--- src/rtl/bp2l_pkg.sv ---
package bp2l_pkg;
  typedef logic [1:0] sat2_t;

  localparam sat2_t CTR_SN = 2'b00;
  localparam sat2_t CTR_WN = 2'b01;
  localparam sat2_t CTR_WT = 2'b10;
  localparam sat2_t CTR_ST = 2'b11;

  // saturating up/down step of a direction counter
  function automatic sat2_t sat2_step(input sat2_t cur, input logic taken);
    sat2_t nxt;
    if (taken) nxt = (cur == CTR_ST) ? CTR_ST : cur + 2'd1;
    else       nxt = (cur == CTR_SN) ? CTR_SN : cur - 2'd1;
    return nxt;
  endfunction
endpackage

--- src/rtl/bp2l_hash.sv ---
module bp2l_hash #(
  parameter int IDX_W = 4
) (
  input  logic [2*IDX_W-1:0] pc_slice,
  output logic [IDX_W-1:0]   row
);
  // low half: address bits just above the word offset; high half: next group up
  assign row = pc_slice[IDX_W-1:0] ^ pc_slice[2*IDX_W-1:IDX_W];
endmodule

--- src/rtl/bp2l_ghr.sv ---
module bp2l_ghr #(
  parameter int HIST_W = 3
) (
  input  logic              clk,
  input  logic              rst_n,
  input  logic              shift_en,
  input  logic              shift_bit,
  output logic [HIST_W-1:0] hist
);
  logic [HIST_W-1:0] hist_q;
  logic [HIST_W-1:0] hist_d;

  generate
    if (HIST_W == 1) begin : g_one
      assign hist_d = shift_bit;
    end else begin : g_many
      assign hist_d = {hist_q[HIST_W-2:0], shift_bit};
    end
  endgenerate

  always_ff @(posedge clk or negedge rst_n) begin
    if (!rst_n)        hist_q <= '0;
    else if (shift_en) hist_q <= hist_d;
  end

  assign hist = hist_q;
endmodule

--- src/rtl/bp2l_pht.sv ---
module bp2l_pht
  import bp2l_pkg::*;
#(
  parameter int IDX_W  = 4,
  parameter int HIST_W = 3
) (
  input  logic              clk,
  input  logic              rst_n,
  input  logic [IDX_W-1:0]  rd_row,
  input  logic [HIST_W-1:0] rd_hist,
  output sat2_t             rd_ctr,
  input  logic              wr_en,
  input  logic [IDX_W-1:0]  wr_row,
  input  logic [HIST_W-1:0] wr_hist,
  input  logic              wr_taken
);
  localparam int ADDR_W  = IDX_W + HIST_W;
  localparam int ENTRIES = 1 << ADDR_W;

  sat2_t             ctr_q [ENTRIES];
  logic [ADDR_W-1:0] rd_addr;
  logic [ADDR_W-1:0] wr_addr;

  assign rd_addr = {rd_row, rd_hist};
  assign wr_addr = {wr_row, wr_hist};

  // read reflects state before this edge's write
  assign rd_ctr = ctr_q[rd_addr];

  always_ff @(posedge clk or negedge rst_n) begin
    if (!rst_n) begin
      for (int e = 0; e < ENTRIES; e++) ctr_q[e] <= CTR_WN;
    end else if (wr_en) begin
      ctr_q[wr_addr] <= sat2_step(ctr_q[wr_addr], wr_taken);
    end
  end
endmodule

--- src/rtl/bp2l_predictor.sv ---
module bp2l_predictor
  import bp2l_pkg::*;
#(
  parameter int PC_W   = 32,
  parameter int IDX_W  = 4,
  parameter int HIST_W = 3
) (
  input  logic              clk,
  input  logic              rst_n,
  input  logic              lk_valid,
  output logic              lk_ready,
  input  logic [PC_W-1:0]   lk_pc,
  output logic              pr_valid,
  input  logic              pr_ready,
  output logic              pr_taken,
  output logic [HIST_W-1:0] pr_hist,
  input  logic              rs_valid,
  input  logic [PC_W-1:0]   rs_pc,
  input  logic              rs_taken,
  input  logic [HIST_W-1:0] rs_hist
);
  localparam int SLICE_LO = 2;
  localparam int SLICE_HI = SLICE_LO + 2*IDX_W - 1;

  logic [IDX_W-1:0]  lk_row;
  logic [IDX_W-1:0]  rs_row;
  logic [HIST_W-1:0] ghr_hist;
  sat2_t             lk_ctr;
  logic              lk_fire;

  logic              pr_valid_q;
  logic              pr_taken_q;
  logic [HIST_W-1:0] pr_hist_q;

  bp2l_hash #(.IDX_W(IDX_W)) u_hash_lk (
    .pc_slice (lk_pc[SLICE_HI:SLICE_LO]),
    .row      (lk_row)
  );

  bp2l_hash #(.IDX_W(IDX_W)) u_hash_rs (
    .pc_slice (rs_pc[SLICE_HI:SLICE_LO]),
    .row      (rs_row)
  );

  bp2l_ghr #(.HIST_W(HIST_W)) u_ghr (
    .clk       (clk),
    .rst_n     (rst_n),
    .shift_en  (rs_valid),
    .shift_bit (rs_taken),
    .hist      (ghr_hist)
  );

  bp2l_pht #(.IDX_W(IDX_W), .HIST_W(HIST_W)) u_pht (
    .clk      (clk),
    .rst_n    (rst_n),
    .rd_row   (lk_row),
    .rd_hist  (ghr_hist),
    .rd_ctr   (lk_ctr),
    .wr_en    (rs_valid),
    .wr_row   (rs_row),
    .wr_hist  (rs_hist),
    .wr_taken (rs_taken)
  );

  assign lk_ready = !pr_valid_q || pr_ready;
  assign lk_fire  = lk_valid && lk_ready;

  always_ff @(posedge clk or negedge rst_n) begin
    if (!rst_n) begin
      pr_valid_q <= 1'b0;
      pr_taken_q <= 1'b0;
      pr_hist_q  <= '0;
    end else if (lk_fire) begin
      pr_valid_q <= 1'b1;
      pr_taken_q <= lk_ctr[1];
      pr_hist_q  <= ghr_hist;
    end else if (pr_ready) begin
      pr_valid_q <= 1'b0;
    end
  end

  assign pr_valid = pr_valid_q;
  assign pr_taken = pr_taken_q;
  assign pr_hist  = pr_hist_q;
endmodule

--- config.mk ---
export PLATFORM = sky130hd
export DESIGN_NAME = bp2l_predictor
export DESIGN_NICKNAME = d
export VERILOG_FILES = /design/src/rtl/bp2l_pkg.sv /design/src/rtl/bp2l_hash.sv /design/src/rtl/bp2l_ghr.sv /design/src/rtl/bp2l_pht.sv /design/src/rtl/bp2l_predictor.sv
export SDC_FILE = /design/constraint.sdc
export NUM_CORES = 1
export LEC_CHECK = 0
export CAP_MARGIN = 20
export CORE_MARGIN = 8
export CORE_UTILIZATION = 59
export CTS_CLUSTER_DIAMETER = 150
export CTS_CLUSTER_SIZE = 14
export DETAILED_ROUTE_END_ITERATION = 8
export DONT_BUFFER_PORTS = 1
export PLACE_DENSITY = 0.76
export SLEW_MARGIN = 20
export SYNTH_ARGS = -nofsm -noshare
export SYNTH_HDL_FRONTEND = slang
export SYNTH_SLANG_ARGS = --single-unit
--- constraint.sdc ---
create_clock -name clk -period 2.9 [get_ports clk]
set_input_delay 0.145 -clock clk [delete_from_list [all_inputs] [get_ports clk]]
set_output_delay 0.145 -clock clk [all_outputs]
set_load 0.005 [all_outputs]
==> flow_summary.yaml <==
status:
  status: "finished with violations"
  violations: "negative hold slack"
route:
  first_iter_violations: 2004
  first_pass_iters: 6
  wl_per_cell_um: 26.2
  wl_mm: 51.4
  ant_nets: 0
  vias_per_cell: 7.05
  drc: 0
  num_vias: 13831
clock_network:
  cts_hold_buf: 6
  cts_tree: "yes"
  clkTransAtPathRegs_ns: 0.07
  clkLatencyLatePin_ns: 0.54
  htreeDepth: 1
  cts_setup_buffers: 0
  cts_inserted_buffers: 22
  root_buffer: "clkbuf_16"
  cts_sinks: 264
  clk_path_buf_depth: 3
logic_synthesis:
  async_flop_share_pct: 100
  synth_top_area_share_pct: 20.8
  synth_fp_nets: 1673
  ys_warn_count: 0
  seq_area_frac_synth_pct: 41.3
  syn-instance-count: 1600
  synth_area_per_cell_um2: 10.2
  syn_area_um2: 16400
  synth-edff-count: 0
  yosys_most_used_dff: "dfrtp_1"
  ys_top_cells_by_area: "dfrtp_1, dfstp_2, mux2_2"
  ys_seq_elements: 264
  synth_area_leader_cell: "dfrtp_1"
  ys_types: 62
setup_path:
  path_class: "reg2reg"
  crit_arrival_ns: 3.10
  r2r_setup_slack_ns: 0.19
  setup.worst_path.end_class: "flop"
  crit_fanout: 48
  crit_required_ns: 3.29
  r2r-start: "u_pht.ctr_q[194]$_DFFE_PN1P_"
  critical_path.endpoint: "u_pht.ctr_q[83]$_DFFE_PN0P_"
  r2r-end: "u_pht.ctr_q[83]$_DFFE_PN0P_"
  worstSetupStartpointType: "flop"
  worstRegToRegCells: 8
  critPathLaunch: "u_pht.ctr_q[194]$_DFFE_PN1P_"
cells_and_area:
  num-nets-final: 1641
  drive_gt1_share_pct: 29.4
  nFillCells: 2145
  postLayoutCellArea_um2: 17600
  area_growth_pct: 7.72
  antenna_cells: 0
  finalNonFillerCells: 1962
sta:
  skew_ns: 0.0273
  clock.fmax_mhz: 370
  setup_viol: 0
  rsz0062_at_grt: "false"
  hold_viol: 266
  tns_ns: 0
  fin_crit_sh_pct: 93.3
  final-max-slew-violation-count: 0
  layout_setup_ws_ns: 0.195
  min_period_ns: 2.71
  slew_headroom_pct: 44.9
  worst_pin_slew_ns: 0.826
  fin_hold_ws_ns: -0.682
pwr:
  p_leak_nw: 6.96
  peakVddDrop_mv: 0.465
  powerDensity_nw_per_um2: 597
placed_design:
  placedInstanceArea_um2: 16900
  hpwl_mm: 31.0
  post-place-ws_ns: 0.109
  gp_congestion: 0.905
  numPortBuffers: 0
  place_inst: 1916
global_routing:
  grt_pass1_wl_mm: 79.7
  grt_use_total_pct: 30.6
  grt_max_degree: 265
  grt-ovfl-total: 0
  grt_pass1_vias: 13754
  antenna_found_initial: 3
floorplanning:
  pin_count: 79
  fp.dieH_um: 183
  initial_core_util_pct: 59.4
  rows: 61
  die_x_um: 183
  die_area_um2: 33300
  core_um2: 27600
flow_run:
  drv_cap: 0
worst_hold_path:
  hold_class: "in2async"
## area by class of cell
cell class                      count  area, um^2  share of cell area (%)
Clock buffer                       39         624                    3.54
Clock inverter                      1        16.3                  0.0922
Inverter                            4        15.0                  0.0851
Multi-Input combinational cell   1195        8930                    50.6
Sequential cell                   264        6770                    38.4
Tap cell                          378         473                    2.68
Timing Repair Buffer               81         807                    4.58
## worst min-delay path by stage
| stage | startpoint | end | slack (ns) | depth (start not counted) |
|---|---|---|---|---|
| floorplan | rst_n | pr_hist[0]$_DFFE_PN0P_ | -0.15 | 0 |
| global placement | rst_n | u_pht.ctr_q[95]$_DFFE_PN0P_ | -0.14 | 0 |
| detailed placement | rst_n | u_pht.ctr_q[93]$_DFFE_PN0P_ | -0.14 | 0 |
| CTS | rst_n | pr_hist[0]$_DFFE_PN0P_ | -0.70 | 0 |
| global route | rst_n | u_pht.ctr_q[93]$_DFFE_PN0P_ | -0.69 | 0 |
| finish | rst_n | u_pht.ctr_q[93]$_DFFE_PN0P_ | -0.68 | 0 |
## placed cells by master, fill, tap and decap left out, types with 5 or more instances in the layout
cell / instances
a221oi_1: 9
buf_12: 13
a21oi_1: 71
nand2_1: 213
nand3_1: 10
mux2i_1: 25
xnor2_1: 5
and2_1: 63
o21ai_1: 13
and3_1: 6
o21ai_0: 62
nand4_1: 7
mux4_2: 73
a221o_1: 8
nand2b_1: 68
dfrtp_1: 134
a41oi_1: 65
xor2_1: 5
mux2_2: 147
dfstp_2: 128
clkbuf_16: 22
o221ai_1: 6
o41ai_1: 64
a22oi_1: 8
clkbuf_1: 16
a31oi_1: 7
dlygate4sd3_1: 5
buf_4: 61
nor2_1: 194
nor2b_1: 7
## where the power goes
part	switching [W]	internal, W	total, W
clock network	0.00139	0.00146	0.00285
registers	0.000391	0.00441	0.00480
logic	0.00156	0.00132	0.00288
total	0.00334	0.00719	0.0105
## critical path, cell delays in order, from the launching register on
cell and delay (ns):
dfstp_2 0.37, mux2_2 0.28, a221o_1 0.30, a211oi_1 0.28, a211oi_1 0.16, o31a_2 0.41, buf_12 0.22, o41ai_1 0.43
a21oi_1 0.08
## synthesized netlist by cell type, types with 62 or more instances
library cell and instances:
a21oi_1 71, a41oi_1 65, and2_1 63, clkbuf_1 65, dfrtp_1 136, dfstp_2 128
mux2_2 147, mux4_2 73, nand2_1 213, nand2b_1 68, nor2_1 194, o21ai_0 62
o41ai_1 64
## sequential cells by signal (all words and copies together) (netlist names)
register / flops
u_pht.ctr_q: 256
pr_valid: 1
pr_hist: 3
u_ghr.hist: 3
pr_taken: 1
## what timing repair did
action / in CTS / in global routing
endpoints found under the setup margin: 0 / 33
gates resized for setup: 0 / 1
endpoints found under the hold margin: 400 / 264
## metrics by stage
step	total power (W)	util (%)
2_1_floorplan	0.00679	-
4_1_cts	0.0105	64.0
3_5_place_dp	0.00760	61.4
5_1_grt	0.0109	64.0
3_3_place_gp	0.00749	61.4
6_report	0.0105	64.0
## routing by layer
layer	GRT usage, %	share of wire, %
met5	0	0.072
met2	46.0	44
met3	8.27	12
met4	16.7	6.1
met1	39.8	38
## kinds of logic (layout without fill, tap and decap cells)
family | count (synthesis) | after routing | share of synthesized area, %
xor gates and xnor gates | 12 | 12 | 0.642
DFF | 264 | 264 | 41.3
buffers and inverters | 141 | 125 | 4.52
AOI/OAI and AO/OA | 347 | 347 | 15.2
muxes | 248 | 248 | 21.9
and+or+nand+nor | 586 | 586 | 16.2
adders and majority gates | 2 | 2 | 0.138
(Power assumes the default switching activity.)
